$ cat src/rtl/cpuport_pkg.sv
package cpuport_pkg;

    localparam int ADDR_W = 16;
    localparam int DATA_W = 8;
    localparam int PORT_W = 6;
    localparam int CTL_W  = 3;

    localparam logic [PORT_W-1:0] DIR_RST = 6'h2F;
    localparam logic [PORT_W-1:0] DAT_RST = 6'h37;

    // control bit positions inside the port
    localparam int CTL_LANG = 0;
    localparam int CTL_SYS  = 1;
    localparam int CTL_DEV  = 2;

    localparam logic [ADDR_W-1:0] DIR_ADDR = 16'h0000;
    localparam logic [ADDR_W-1:0] DAT_ADDR = 16'h0001;

    typedef enum logic [2:0] {
        RGN_RAM  = 3'd0,
        RGN_LANG = 3'd1,
        RGN_SYS  = 3'd2,
        RGN_DEV  = 3'd3,
        RGN_CHR  = 3'd4,
        RGN_PORT = 3'd5
    } region_e;

    typedef struct packed {
        logic lang;
        logic sys;
        logic dev;
        logic port;
    } window_t;

    function automatic logic in_range(input logic [ADDR_W-1:0] a,
                                      input logic [ADDR_W-1:0] lo,
                                      input logic [ADDR_W-1:0] hi);
        return (a >= lo) && (a <= hi);
    endfunction

    function automatic window_t classify(input logic [ADDR_W-1:0] a);
        window_t w;
        w.lang = in_range(a, 16'hA000, 16'hBFFF);
        w.sys  = in_range(a, 16'hE000, 16'hFFFF);
        w.dev  = in_range(a, 16'hD000, 16'hDFFF);
        w.port = (a == DIR_ADDR) || (a == DAT_ADDR);
        return w;
    endfunction

endpackage

$ cat src/rtl/cpuport_regs.sv
module cpuport_regs
    import cpuport_pkg::*;
#(
    parameter int                PW      = PORT_W,
    parameter logic [PW-1:0]     DIR_INI = DIR_RST,
    parameter logic [PW-1:0]     DAT_INI = DAT_RST
) (
    input  logic          clk,
    input  logic          rst,
    input  logic          wr_dir,
    input  logic          wr_dat,
    input  logic [PW-1:0] wval,
    output logic [PW-1:0] dir_q,
    output logic [PW-1:0] dat_q
);

    always_ff @(posedge clk) begin
        if (rst) begin
            dir_q <= DIR_INI;
            dat_q <= DAT_INI;
        end else begin
            if (wr_dir) dir_q <= wval;
            if (wr_dat) dat_q <= wval;
        end
    end

endmodule

$ cat src/rtl/cpuport_rdmux.sv
module cpuport_rdmux
    import cpuport_pkg::*;
#(
    parameter int PW = PORT_W,
    parameter int DW = DATA_W
) (
    input  logic          sel_dir,
    input  logic          sel_dat,
    input  logic [PW-1:0] dir_q,
    input  logic [PW-1:0] dat_q,
    input  logic [PW-1:0] pins,
    output logic [DW-1:0] rdata
);

    localparam int PAD = DW - PW;

    logic [PW-1:0] mixed;

    for (genvar i = 0; i < PW; i++) begin : g_bit
        assign mixed[i] = dir_q[i] ? dat_q[i] : pins[i];
    end

    always_comb begin
        rdata = '0;
        if (sel_dir)
            rdata = {{PAD{1'b0}}, dir_q};
        else if (sel_dat)
            rdata = {{PAD{1'b0}}, mixed};
    end

endmodule

$ cat src/rtl/cpuport_bankdec.sv
module cpuport_bankdec
    import cpuport_pkg::*;
#(
    parameter int AW = ADDR_W,
    parameter int CW = CTL_W
) (
    input  logic [AW-1:0] addr,
    input  logic          we,
    input  logic [CW-1:0] ctl_dir,
    input  logic [CW-1:0] ctl_dat,
    output region_e       region
);

    logic [CW-1:0] ctl_eff;
    window_t       win;

    // an input-configured control bit floats high
    for (genvar i = 0; i < CW; i++) begin : g_ctl
        assign ctl_eff[i] = ctl_dir[i] ? ctl_dat[i] : 1'b1;
    end

    assign win = classify(addr);

    always_comb begin
        region = RGN_RAM;
        if (win.port) begin
            region = RGN_PORT;
        end else if (win.lang) begin
            if (!we && ctl_eff[CTL_LANG]) region = RGN_LANG;
        end else if (win.sys) begin
            if (!we && ctl_eff[CTL_SYS]) region = RGN_SYS;
        end else if (win.dev) begin
            if (ctl_eff[CTL_DEV])
                region = RGN_DEV;
            else if (!we)
                region = RGN_CHR;
        end
    end

endmodule

$ cat src/rtl/cpuport_bank.sv
module cpuport_bank
    import cpuport_pkg::*;
#(
    parameter int AW = ADDR_W,
    parameter int DW = DATA_W,
    parameter int PW = PORT_W
) (
    input  logic          clk,
    input  logic          rst,
    input  logic [AW-1:0] cpu_addr,
    input  logic [DW-1:0] cpu_wdata,
    input  logic          cpu_we,
    output logic [DW-1:0] cpu_rdata,
    input  logic [PW-1:0] pin_in,
    output logic [PW-1:0] pin_out,
    output logic [PW-1:0] pin_oe,
    output logic [2:0]    region
);

    logic          sel_dir;
    logic          sel_dat;
    logic [PW-1:0] dir_q;
    logic [PW-1:0] dat_q;
    region_e       rgn;
    logic          unused_wdata_hi;

    assign sel_dir = (cpu_addr == AW'(DIR_ADDR));
    assign sel_dat = (cpu_addr == AW'(DAT_ADDR));
    assign unused_wdata_hi = ^cpu_wdata[DW-1:PW];

    cpuport_regs #(
        .PW      (PW),
        .DIR_INI (PW'(DIR_RST)),
        .DAT_INI (PW'(DAT_RST))
    ) i_regs (
        .clk    (clk),
        .rst    (rst),
        .wr_dir (cpu_we && sel_dir),
        .wr_dat (cpu_we && sel_dat),
        .wval   (cpu_wdata[PW-1:0]),
        .dir_q  (dir_q),
        .dat_q  (dat_q)
    );

    cpuport_rdmux #(
        .PW (PW),
        .DW (DW)
    ) i_rdmux (
        .sel_dir (sel_dir),
        .sel_dat (sel_dat),
        .dir_q   (dir_q),
        .dat_q   (dat_q),
        .pins    (pin_in),
        .rdata   (cpu_rdata)
    );

    cpuport_bankdec #(
        .AW (AW),
        .CW (CTL_W)
    ) i_dec (
        .addr    (cpu_addr),
        .we      (cpu_we),
        .ctl_dir (dir_q[CTL_W-1:0]),
        .ctl_dat (dat_q[CTL_W-1:0]),
        .region  (rgn)
    );

    assign pin_out = dat_q;
    assign pin_oe  = dir_q;
    assign region  = rgn;

endmodule

$ cat config.mk
export PLATFORM = sky130hd
export DESIGN_NAME = cpuport_bank
export DESIGN_NICKNAME = d
export VERILOG_FILES = /design/src/rtl/cpuport_pkg.sv /design/src/rtl/cpuport_regs.sv /design/src/rtl/cpuport_rdmux.sv /design/src/rtl/cpuport_bankdec.sv /design/src/rtl/cpuport_bank.sv
export SDC_FILE = /design/constraint.sdc
export NUM_CORES = 1
export LEC_CHECK = 0
export ABC_AREA = 0
export BUFFER_PORTS_ARGS = -buffer_cell sky130_fd_sc_hd__buf_2
export CAP_MARGIN = 10
export CORE_ASPECT_RATIO = 0.9
export CORE_MARGIN = 1.5
export CORE_UTILIZATION = 37
export DETAILED_ROUTE_END_ITERATION = 10
export PLACE_DENSITY = 0.74
export SYNTH_ARGS = -nofsm -noshare
export SYNTH_HDL_FRONTEND = slang
export SYNTH_HIERARCHICAL = 1
export SYNTH_SLANG_ARGS = --single-unit
$ cat constraint.sdc
create_clock -name clk -period 1.5 [get_ports clk]
set_input_delay 0.225 -clock clk [delete_from_list [all_inputs] [get_ports clk]]
set_output_delay 0.225 -clock clk [all_outputs]
set_load 0.03 [all_outputs]
# Yosys cells after proc, flatten, opt, wreduce, memory -nomap -nowiden
# Cells that the tools add are included.
# op_classes
reduce_logical,10
n_eq_ne,1
muxes,19
n_lt_le_gt_ge,6
# ops
operator,n
16-bit >= comparator (second input constant),3
16-bit less-or-equal comparator (second input constant),3
3-bit two-way mux,6
16-bit by 1-bit equality test with 1-bit output (second input constant),1
16-bit zero test,1
1-bit two-way mux,10
8-bit two-way mux,1
1-bit logical AND,7
6-bit two-way mux,1
2-bit two-way mux,1
1-bit zero test,1
1-bit logical OR,1
# totals
register_bits,12
inputBits,33
out_inout_bits,23
elab_cells,38

# Depth between registers and ports, before layout
# Gate-level depths: netlist of the first run.
# depth
depth_word,6
mapped_depth,6
depth_no_buf,5

# Cells and area by module
# The synthesis of the first run kept the hierarchy.
# by_module_without_submodules
mod,cells_each,seq_area_each_um2,area_per_inst_um2,n_inst
cpuport_regs,39,240.2,470.5,1
cpuport_rdmux,28,0.0,201.4,1
cpuport_bankdec,15,0.0,107.6,1
cpuport_bank,10,0.0,87.6,1

# Worst setup path after synthesis of the first run
# Ideal clock, no wire load.
# synth_timing
path_type,in2out
startpoint,in cpu_addr[11]
endpoint,out cpu_rdata[0]
arrival_ps,1547
path_slack_ps,-272
stages,5
required_time_ps,1275
n_path_buf,0
cell_sequence,nor4_2 > and4_1 > and2_2 > nand2b_4 > o311ai_2
# synth_via
elab_chain_len,3
elab_cells_between_ends,4
classes_between,1 x eq/ne; 2 x mux; 1 x reduce/logical
# synth_rtl
item,line_no,rtl
from (decl),cpuport_bank.sv:10,"input logic [AW-1:0] cpu_addr,"
16-bit by 1-bit equality test with 1-bit output,cpuport_bank.sv:28,assign sel_dat = (cpu_addr == AW'(DAT_ADDR));
net sel_dat,cpuport_bank.sv:21,logic sel_dat;
6-bit two-way mux,cpuport_rdmux.sv:27,else if (sel_dat)
8-bit two-way mux,cpuport_rdmux.sv:25,if (sel_dir)
to (decl),cpuport_bank.sv:13,"output logic [DW-1:0] cpu_rdata,"
# The timed path passes the listed nets, and every way through them passes these cells.

# Worst setup path in the final report of the first run
# layout_timing
startpoint,in cpu_addr[11]
endpoint,out cpu_rdata[2]
# The elaborated chain is that of the path after synthesis.

==> metrics, run 1 <==
data required time of the worst path=1270 ps; RSZ-0062 raised after global routing=yes; TritonCTS Buffers=3; Root Buffer=clkbuf_4; CTS clk-pin slew, worst paths=70 ps; maximum vdd drop=0.000416 V; Horiz. Die Dim=54.0 um; io pins=56; top_reg_cell synth=dfxtp_1; top cells by area, synth=dfxtp_1 (28%), a211o_1 (10%), o311ai_2 (9.4%), nor2b_2 (8.1%), nor4_2 (7.2%); final wirelength=2510 um; hold crit path type=input port to register; Avg Synthesized Cell Area=9.42 um2; CTS tree=yes; status=complete, but fails checks; filler instances=186; clock tree sinks=12; Pins Over Slew Limit=0; first-pass GRT wire length=4110 um; FF/Latch Area=240 um2; crit start category=input port; period utilisation layout=1.20; Die H=48.9 um; core area=2200 um2; top cell type by total area after synthesis=dfxtp_1; max incr delay on CP=280 ps; Cell Area, Synth=867 um2; Yosys cell types=30; hold slack final=178 ps; # DRC=0; pre-CTS setup slack=-422 ps; most common cell in the synthesized netlist=dfxtp_1; Vias=966; fin worst setup slack=-304 ps; global route total overflow=0; Rows=16; clk_lat worst skew=270 ps; most common library cells after synthesis=dfxtp_1 (12), a211o_1 (10), nor2b_2 (8), nand3_1 (7); TritonRoute pass-1 iters=2; Setup Skew=0 ps; Port Buf Inserts=51; initial antenna violation count=0; PwrDens=439 nW/um2; register area share after synthesis=0.277; CP endpoint kind=primary output; Final HPWL DP=2060 um; Final #Nets=197; Final Hold Fails=0; Max-Cap Viols=0; f_max=554 MHz; via/cell ratio=5.11; end-of-flow core utilization=0.668; maximum buffer depth of the clock tree=2; Post-synth EDFFs=0; full die area=2640 um2; FF+latch count, synth=12; min Tclk post-route=1800 ps; antenna cells=0; power consumption=645 uW; vias in the first global route=983; Multi-input gate area=661 um2; leakage power=0.000738 uW; Synth warnings=6; setup TNS=-2290 ps; largest net degree at the start of global routing=13; worst-path fanout max=5; wire length per cell=13.3 um; WP buf/inv=2; WP data arrival=1580 ps; initial DRC count=6; initial cell density of the core=0.394; crit-path cells=buf_8 > nor4_4 > and4_1 > and2_4 > nand2b_4 > o311ai_4 > buf_6; failing checks=negative setup slack; gpl congestion=0.722; Area Growth Syn to Fin=69.6%; worst setup path class=input port to primary output; Clock H-tree levels=1; antenna-violating nets left=0; share of layout cells above drive strength 1=0.611; GRT Util Overall=0.208; CP top delay family=simple AND/OR/NAND/NOR gates; Finish-stage setup viols=14; asr flop ratio synth=0; Mapped Cells=92; Yosys top cell area share=0.277; Slowest-stage cell, CP=nor4_4
final cells by class:
cell class	count	area share
multi-input cells	70	0.449
clock buffers	3	0.0153
flip-flops and latches	12	0.163
well taps	27	0.0230
inverters	6	0.0153
repair buffers	71	0.334
final timing paths:
check,from,endpoint,slack [ps],cells past startpoint
worst max-delay path,cpu_addr[11],cpu_rdata[2],-300,7
worst min-delay path,cpu_wdata[4],i_regs/dat_q[4]$_SDFFE_PP1P_,180,2
worst max register to register,i_regs/dir_q[2]$_SDFFE_PP1P_,i_regs/dir_q[2]$_SDFFE_PP1P_,620,2
worst min register to register,i_regs/dat_q[3]$_SDFFE_PP0P_,i_regs/dat_q[3]$_SDFFE_PP0P_,550,2
worst register-to-register path, stage by stage, from the launching register on:
cell and delay, ps:
dfxtp_1 380, nor2b_2 180, a211o_1 220
repair_timing:
item,4_1_cts,5_1_grt
buffers inserted,0,1
hold buffers,0,0
gates cloned,0,0
pin swaps,6,5
resized for setup,22,6
endpoints found under the setup margin,14,15
report_power, final:
part	switching, uW	leakage (uW)	internal, uW
Combinational	67.8	0.000627	65.8
Sequential	0.00595	0.0000971	318
Clock	101	0.0000138	92.8
cell usage in the layout (no fill, tap or decap), drive strengths merged, types with 2 or more instances in the layout:
master,Yosys,final
nor2b,9,9
nor2,3,3
a211o,10,10
o311ai,6,6
nand2,6,6
nand2b,3,3
nor4,6,6
dfxtp,12,12
buf,5,71
nor3,2,2
and2b,2,2
mux2i,2,2
clkbuf,0,3
o21ai,2,2
conb,1,2
inv,6,6
nand3,7,7
nand4,2,2
per-stage QoR:
| stage | cell area, um2 | cells |
|---|---|---|
| 3_5_place_dp | 1330 | 185 |
| 4_1_cts | 1440 | 188 |
| 2_1_floorplan | 941 | 93 |
| 3_3_place_gp | 1330 | 185 |
| 6_report | 1470 | 189 |
| 5_1_grt | 1470 | 189 |
sequential cells by signal (all words and copies together), names as in the netlist:
| signal | flops |
|---|---|
| i_regs/dat_q | 6 |
| i_regs/dir_q | 6 |
logic make-up after synthesis:
logic type             share of synthesized area
and+or+nand+nor                            0.393
DFF                                        0.277
buffers and inverters                     0.0779
other                                    0.00432
AOI/OAI and AO/OA                          0.225
muxes                                     0.0231
routing by layer:
layer	track usage	vias to the layer above	wire, um
met2	0.376	42	1240
met1	0.235	434	1040
met4	0.0500	0	0
li1	-	490	-
met3	0.0552	0	232
met5	0	-	0
Power figures use the tool's default switching activity.
==> run 2, diff against run 1 <==
--- a/config.mk
+++ b/config.mk
@@ -17,3 +17,4 @@
 export SYNTH_HDL_FRONTEND = slang
 export SYNTH_HIERARCHICAL = 1
 export SYNTH_SLANG_ARGS = --single-unit
+export TNS_END_PERCENT = 20
==> run 2 against run 1 <==
  * Routed wire length is 5.9% higher
  * Clock skew unchanged
  * Utilization up 2.4 points
  * Register-to-register slack better by 20 ps
  * The run still ends with negative setup slack left
  * Setup slack improved by 2.9 ps
  * Via count grew 2.2%
  * Global-route usage is 1.6 points lower
  * Largest power group unchanged
  * Die area unchanged
  * Critical endpoint is now cpu_rdata[1]
  * Power is 11% higher
  * First-iteration DRC count up 17%
  * Hold slack hardly changed
==> metrics, run 2 (synthesized netlist as in run 1, its figures left out) <==
antenna cells=0 (unchanged); CTS tree=yes; largest net degree at the start of global routing=13 (unchanged); fin worst setup slack=-301 ps (+2.85 ps); maximum vdd drop=0.000474 V (+14%); post-route insts no fill=190 (+0.53%); largest registers=i_regs/dat_q: 6 flops, i_regs/dir_q: 6 flops; Die H=48.9 um (unchanged); clk_lat worst skew=260 ps (about the same); Flop pwr share=0.444 (-0.049); hold buffer count at cts=0 (unchanged); data required time of the worst path=1270 ps (about the same); worst-path fanout max=5 (unchanged); Clock H-tree levels=1 (unchanged); via/cell ratio=5.19 (+1.6%); Area Growth Syn to Fin=75.6%; GRT Util Overall=0.192 (-0.0163); Final #Nets=197 (unchanged); CTS clk-pin slew, worst paths=70 ps (about the same); net switching power=179 uW (+6.1%); full die area=2640 um2 (unchanged); maximum buffer depth of the clock tree=2 (unchanged); TritonCTS Buffers=3 (unchanged); vias in the first global route=903 (-8.1%); io pins=56 (unchanged); Final Hold Fails=0 (unchanged); Clk pwr share=0.352 (+0.052); Net Sw Frac=0.250 (-0.0114); worst setup path class=input port to primary output; Setup Skew=0 ps (unchanged); Comb pwr share=0.204 (-0.003); Finish-stage setup viols=6 (-8); # DRC=0 (unchanged); share of layout cells above drive strength 1=0.638 (+0.0269); hold_sp=cpu_wdata[3]; hold slack final=178 ps (+0.497 ps); RSZ-0062 raised after global routing=yes; clock tree sinks=12 (unchanged); Rows=16 (unchanged); gpl congestion=0.725 (+0.32%); final wirelength=2660 um (+5.9%); Placed Cells=186 (+0.54%); initial DRC count=7 (+1); wire length per cell=14.0 um (+5.3%); CP endpoint kind=primary output; initial antenna violation count=0 (unchanged); core area=2200 um2 (unchanged); r2r startpoint=i_regs/dir_q[3]$_SDFFE_PP1P_; most frequent cells in the layout=buf_2 (36), buf_4 (21), buf_6 (13), a211o_1 (10), dfxtp_1 (9); Worst setup startpoint=cpu_addr[11]; Final HPWL DP=2000 um (-3.3%); PwrDens=470 nW/um2 (+7.1%); Max-Cap Viols=0 (unchanged); Pins Over Slew Limit=0 (unchanged); crit start category=input port; min Tclk post-route=1800 ps (-2.85 ps); Root Buffer=clkbuf_4; leakage power=0.000756 uW (+2.5%); setup TNS=-1710 ps (+574 ps); pre-CTS setup slack=-428 ps (-6.18 ps); TritonRoute pass-1 iters=4 (+2); failing checks=negative setup slack; status=complete, but fails checks; global route total overflow=0 (unchanged); Vias=987 (+2.2%); first-pass GRT wire length=3840 um (-6.5%); Horiz. Die Dim=54.0 um (unchanged); most common cell after layout, fill and taps aside=buf_2; period utilisation layout=1.20 (-0.00190); f_max=555 MHz (+0.16%); initial cell density of the core=0.394 (unchanged); antenna-violating nets left=0 (unchanged); Port Buf Inserts=51 (unchanged); internal power=537 uW (+13%); WP data arrival=1580 ps (about the same); end-of-flow core utilization=0.691 (+0.0239); hold crit path type=input port to register
## run 2: cell count changes in the layout (fill, tap and decap cells not counted), moves of 2 or more
| cell | before | now |
|---|---|---|
| buf_2 | 38 | 36 |
| dfxtp_1 | 12 | 9 |
| nor4_4 | 3 | 5 |
| dfxtp_2 | 0 | 3 |
## run 2: per-layer routing
metal | GRT usage | part of all wire
met1 | 0.227 | 0.43
met2 | 0.350 | 0.50
met3 | 0.0307 | 0.063
met4 | 0.0458 | 0
met5 | 0 | 0
## run 2: final timing paths
path	cells after the start	to	slack (ps)
min	2	i_regs/dir_q[3]$_SDFFE_PP1P_	180
min reg2reg	2	i_regs/dat_q[3]$_SDFFE_PP0P_	550
max	7	cpu_rdata[1]	-300
max reg2reg	2	i_regs/dir_q[3]$_SDFFE_PP1P_	640
## run 2: repair_timing
| item | in CTS | in global routing |
|---|---|---|
| pin swaps | 3 | 4 |
| buffers inserted | 0 | 0 |
| endpoints found under the setup margin | 13 | 15 |
| gates resized for setup | 25 | 13 |
## run 2: critical path, cell delays in order
cell and delay [ps]:
buf_8 100, nor4_4 280, and4_1 240, and2_4 180, nand2b_4 120, o311ai_4 250
buf_6 170
## run 2: per-stage QoR
step | total power, uW | instance area, um2
after global placement | 438 | 1320
final | 716 | 1520
after CTS | 708 | 1460
after floorplan | 364 | 926
after global routing | 759 | 1520
after detailed placement | 441 | 1320
## run 2: power groups by stage
stage               clock network, uW  registers [uW]  logic (uW)
detailed placement                  0             326         115
global placement                    0             326         113
CTS                               260             318         130
global route                      285             318         156
finish                            252             318         146
floorplan                           0             326        38.4
## run 2: cell type report
type / instances / area (um2)
Fill cell: 174 / 679
Timing Repair Buffer: 71 / 499
Clock buffer: 4 / 36.3
Multi-Input combinational cell: 70 / 687
Inverter: 6 / 22.5
Tap cell: 27 / 33.8
Sequential cell: 12 / 244
==> run 3, diff against run 2 <==
--- a/config.mk
+++ b/config.mk
@@ -8,11 +8,12 @@
 export ABC_AREA = 0
 export BUFFER_PORTS_ARGS = -buffer_cell sky130_fd_sc_hd__buf_2
 export CAP_MARGIN = 10
-export CORE_ASPECT_RATIO = 0.9
+export CORE_ASPECT_RATIO = 0.7
 export CORE_MARGIN = 1.5
 export CORE_UTILIZATION = 37
 export DETAILED_ROUTE_END_ITERATION = 10
 export PLACE_DENSITY = 0.74
+export SLEW_MARGIN = 40
 export SYNTH_ARGS = -nofsm -noshare
 export SYNTH_HDL_FRONTEND = slang
 export SYNTH_HIERARCHICAL = 1
==> run 3 against run 2 <==
  * The run still ends with negative setup slack left
  * Global-route usage is 4.5 points higher
  * Die area is 0.16% higher
  * Via count rose by 5.3%
  * Sequential share of layout area decreased by 0.29 points
  * Critical endpoint unchanged
==> metrics, run 3 (synthesized netlist as in run 1, its figures left out) <==
status=complete, but fails checks; failing checks=negative setup slack; Finish-stage setup viols=6 (unchanged); Root Buffer=clkbuf_4; Final HPWL DP=2300 um (+15%); maximum vdd drop=0.000378 V (-20%); Die H=43.5 um (-11%); antenna cells=0 (unchanged); filler instances=165 (-5.2%); hold crit path type=input port to register; core area=2190 um2 (-0.57%); Final Hold Fails=0 (unchanged); # DRC=0 (unchanged); Pins Over Slew Limit=0 (unchanged); Area Growth Syn to Fin=77.9%; r2r startpoint=i_regs/dir_q[5]$_SDFFE_PP1P_; fin worst setup slack=-364 ps (-62.9 ps); largest net degree at the start of global routing=13 (unchanged); Max-Cap Viols=0 (unchanged); wire length per cell=15.7 um (+13%); Vias=1,039 (+5.3%); crit start category=input port; end-of-flow core utilization=0.705 (+0.0131); WP data arrival=1640 ps (+60 ps); Slowest-stage cell, CP=nor4_4; share of layout cells above drive strength 1=0.636 (-0.00223); global route total overflow=0 (unchanged); initial cell density of the core=0.396 (+0.00225); min Tclk post-route=1860 ps (+62.9 ps); antenna-violating nets left=0 (unchanged); initial DRC count=27 (+20); Rows=14 (-2); hold buffer count at cts=0 (unchanged); io pins=56 (unchanged); Port Buf Inserts=51 (unchanged); max incr delay on CP=280 ps (about the same); post-route insts no fill=194 (+2.1%); worst-path fanout max=5 (unchanged); worst setup path class=input port to primary output; CTS tree=yes; most frequent cells in the layout=buf_2 (37), buf_6 (17), buf_4 (15), a211o_1 (10), dfxtp_1 (10); final wirelength=3060 um (+15%); CTS clk-pin slew, worst paths=80 ps (about the same); crit-path cells=buf_6 > nor4_4 > and4_1 > and2_4 > nand2b_4 > o311ai_4 > buf_6; CP endpoint kind=primary output; clk_lat worst skew=280 ps (+20 ps); RSZ-0062 raised after global routing=yes; TritonRoute pass-1 iters=4 (unchanged); gpl congestion=0.878 (+21%); TritonCTS Buffers=3 (unchanged); Setup Skew=0 ps (unchanged); most common cell after layout, fill and taps aside=buf_2; f_max=536 MHz (-3.4%); pre-CTS setup slack=-453 ps (-25.1 ps); full die area=2650 um2 (+0.16%); hold_sp=cpu_wdata[2]; vias in the first global route=1,030 (+14%); via/cell ratio=5.36 (+3.1%); Clock H-tree levels=1 (unchanged); leakage power=0.000746 uW (-1.3%); maximum buffer depth of the clock tree=2 (unchanged); Worst setup startpoint=cpu_addr[2]; largest registers=i_regs/dat_q: 6 flops, i_regs/dir_q: 6 flops; clock tree sinks=12 (unchanged); data required time of the worst path=1270 ps (about the same); Placed Cells=189 (+1.6%); period utilisation layout=1.24 (+0.0419); first-pass GRT wire length=4570 um (+19%); Horiz. Die Dim=60.9 um (+13%); Final #Nets=196 (-0.51%); initial antenna violation count=0 (unchanged); CP most frequent cell=buf_6; PwrDens=484 nW/um2 (+3.1%); GRT Util Overall=0.237 (+0.0452)
==> run 3: area by class of cell <==
cell class	instances	area, um2	share of cell area
Multi-Input combinational cell	70	692	0.448
Timing Repair Buffer	70	509	0.330
Sequential cell	12	243	0.157
Tap cell	32	40.0	0.0260
Clock buffer	4	36.3	0.0235
Inverter	6	22.5	0.0146
==> run 3: per-stage QoR <==
step           cell area (um2)  total power [uW]  setup TNS, ps  hold slack (ps)
6_report                  1540               747          -1930              163
5_1_grt                   1540               779          -2260              147
4_1_cts                   1490               736          -1850              157
3_5_place_dp              1320               441          -5190              455
3_3_place_gp              1320               437          -4000              446
2_1_floorplan              926               364          -1150              324
==> run 3: repair_timing <==
action / CTS / global route
setup endpoints to repair: 8 / 18
buffers inserted: 1 / 0
hold endpoints to repair: 0 / 0
pin swaps: 9 / 9
resized for setup: 30 / 11
==> run 3: path summary, 6_finish.rpt <==
path	end	slack, ps	cells after the start
worst max-delay path	cpu_rdata[1]	-360	7
worst min-delay path	i_regs/dat_q[2]$_SDFFE_PP1P_	160	2
worst max register to register	i_regs/dir_q[5]$_SDFFE_PP1P_	640	2
worst min register to register	i_regs/dat_q[3]$_SDFFE_PP0P_	550	2
==> run 3: worst max-delay path: cells and delay by family <==
| family | cells | cell delay [ps] |
|---|---|---|
| and+or+nand+nor | 4 | 850 |
| AOI/OAI and AO/OA | 1 | 280 |
| buffers and inverters | 2 | 280 |
==> run 3: metal layers <==
layer,wire [um],global-route usage,part of all wire
met1,1270,0.283,0.42
met2,1580,0.409,0.52
met3,174,0.0687,0.057
met4,36,0.0783,0.012
met5,0,0,0
==> run 3: where the power goes <==
group / internal [uW] / switching, uW
Combinational: 72.7 / 80.9
Sequential: 318 / 0.00600
Clock: 148 / 128
Total: 539 / 209
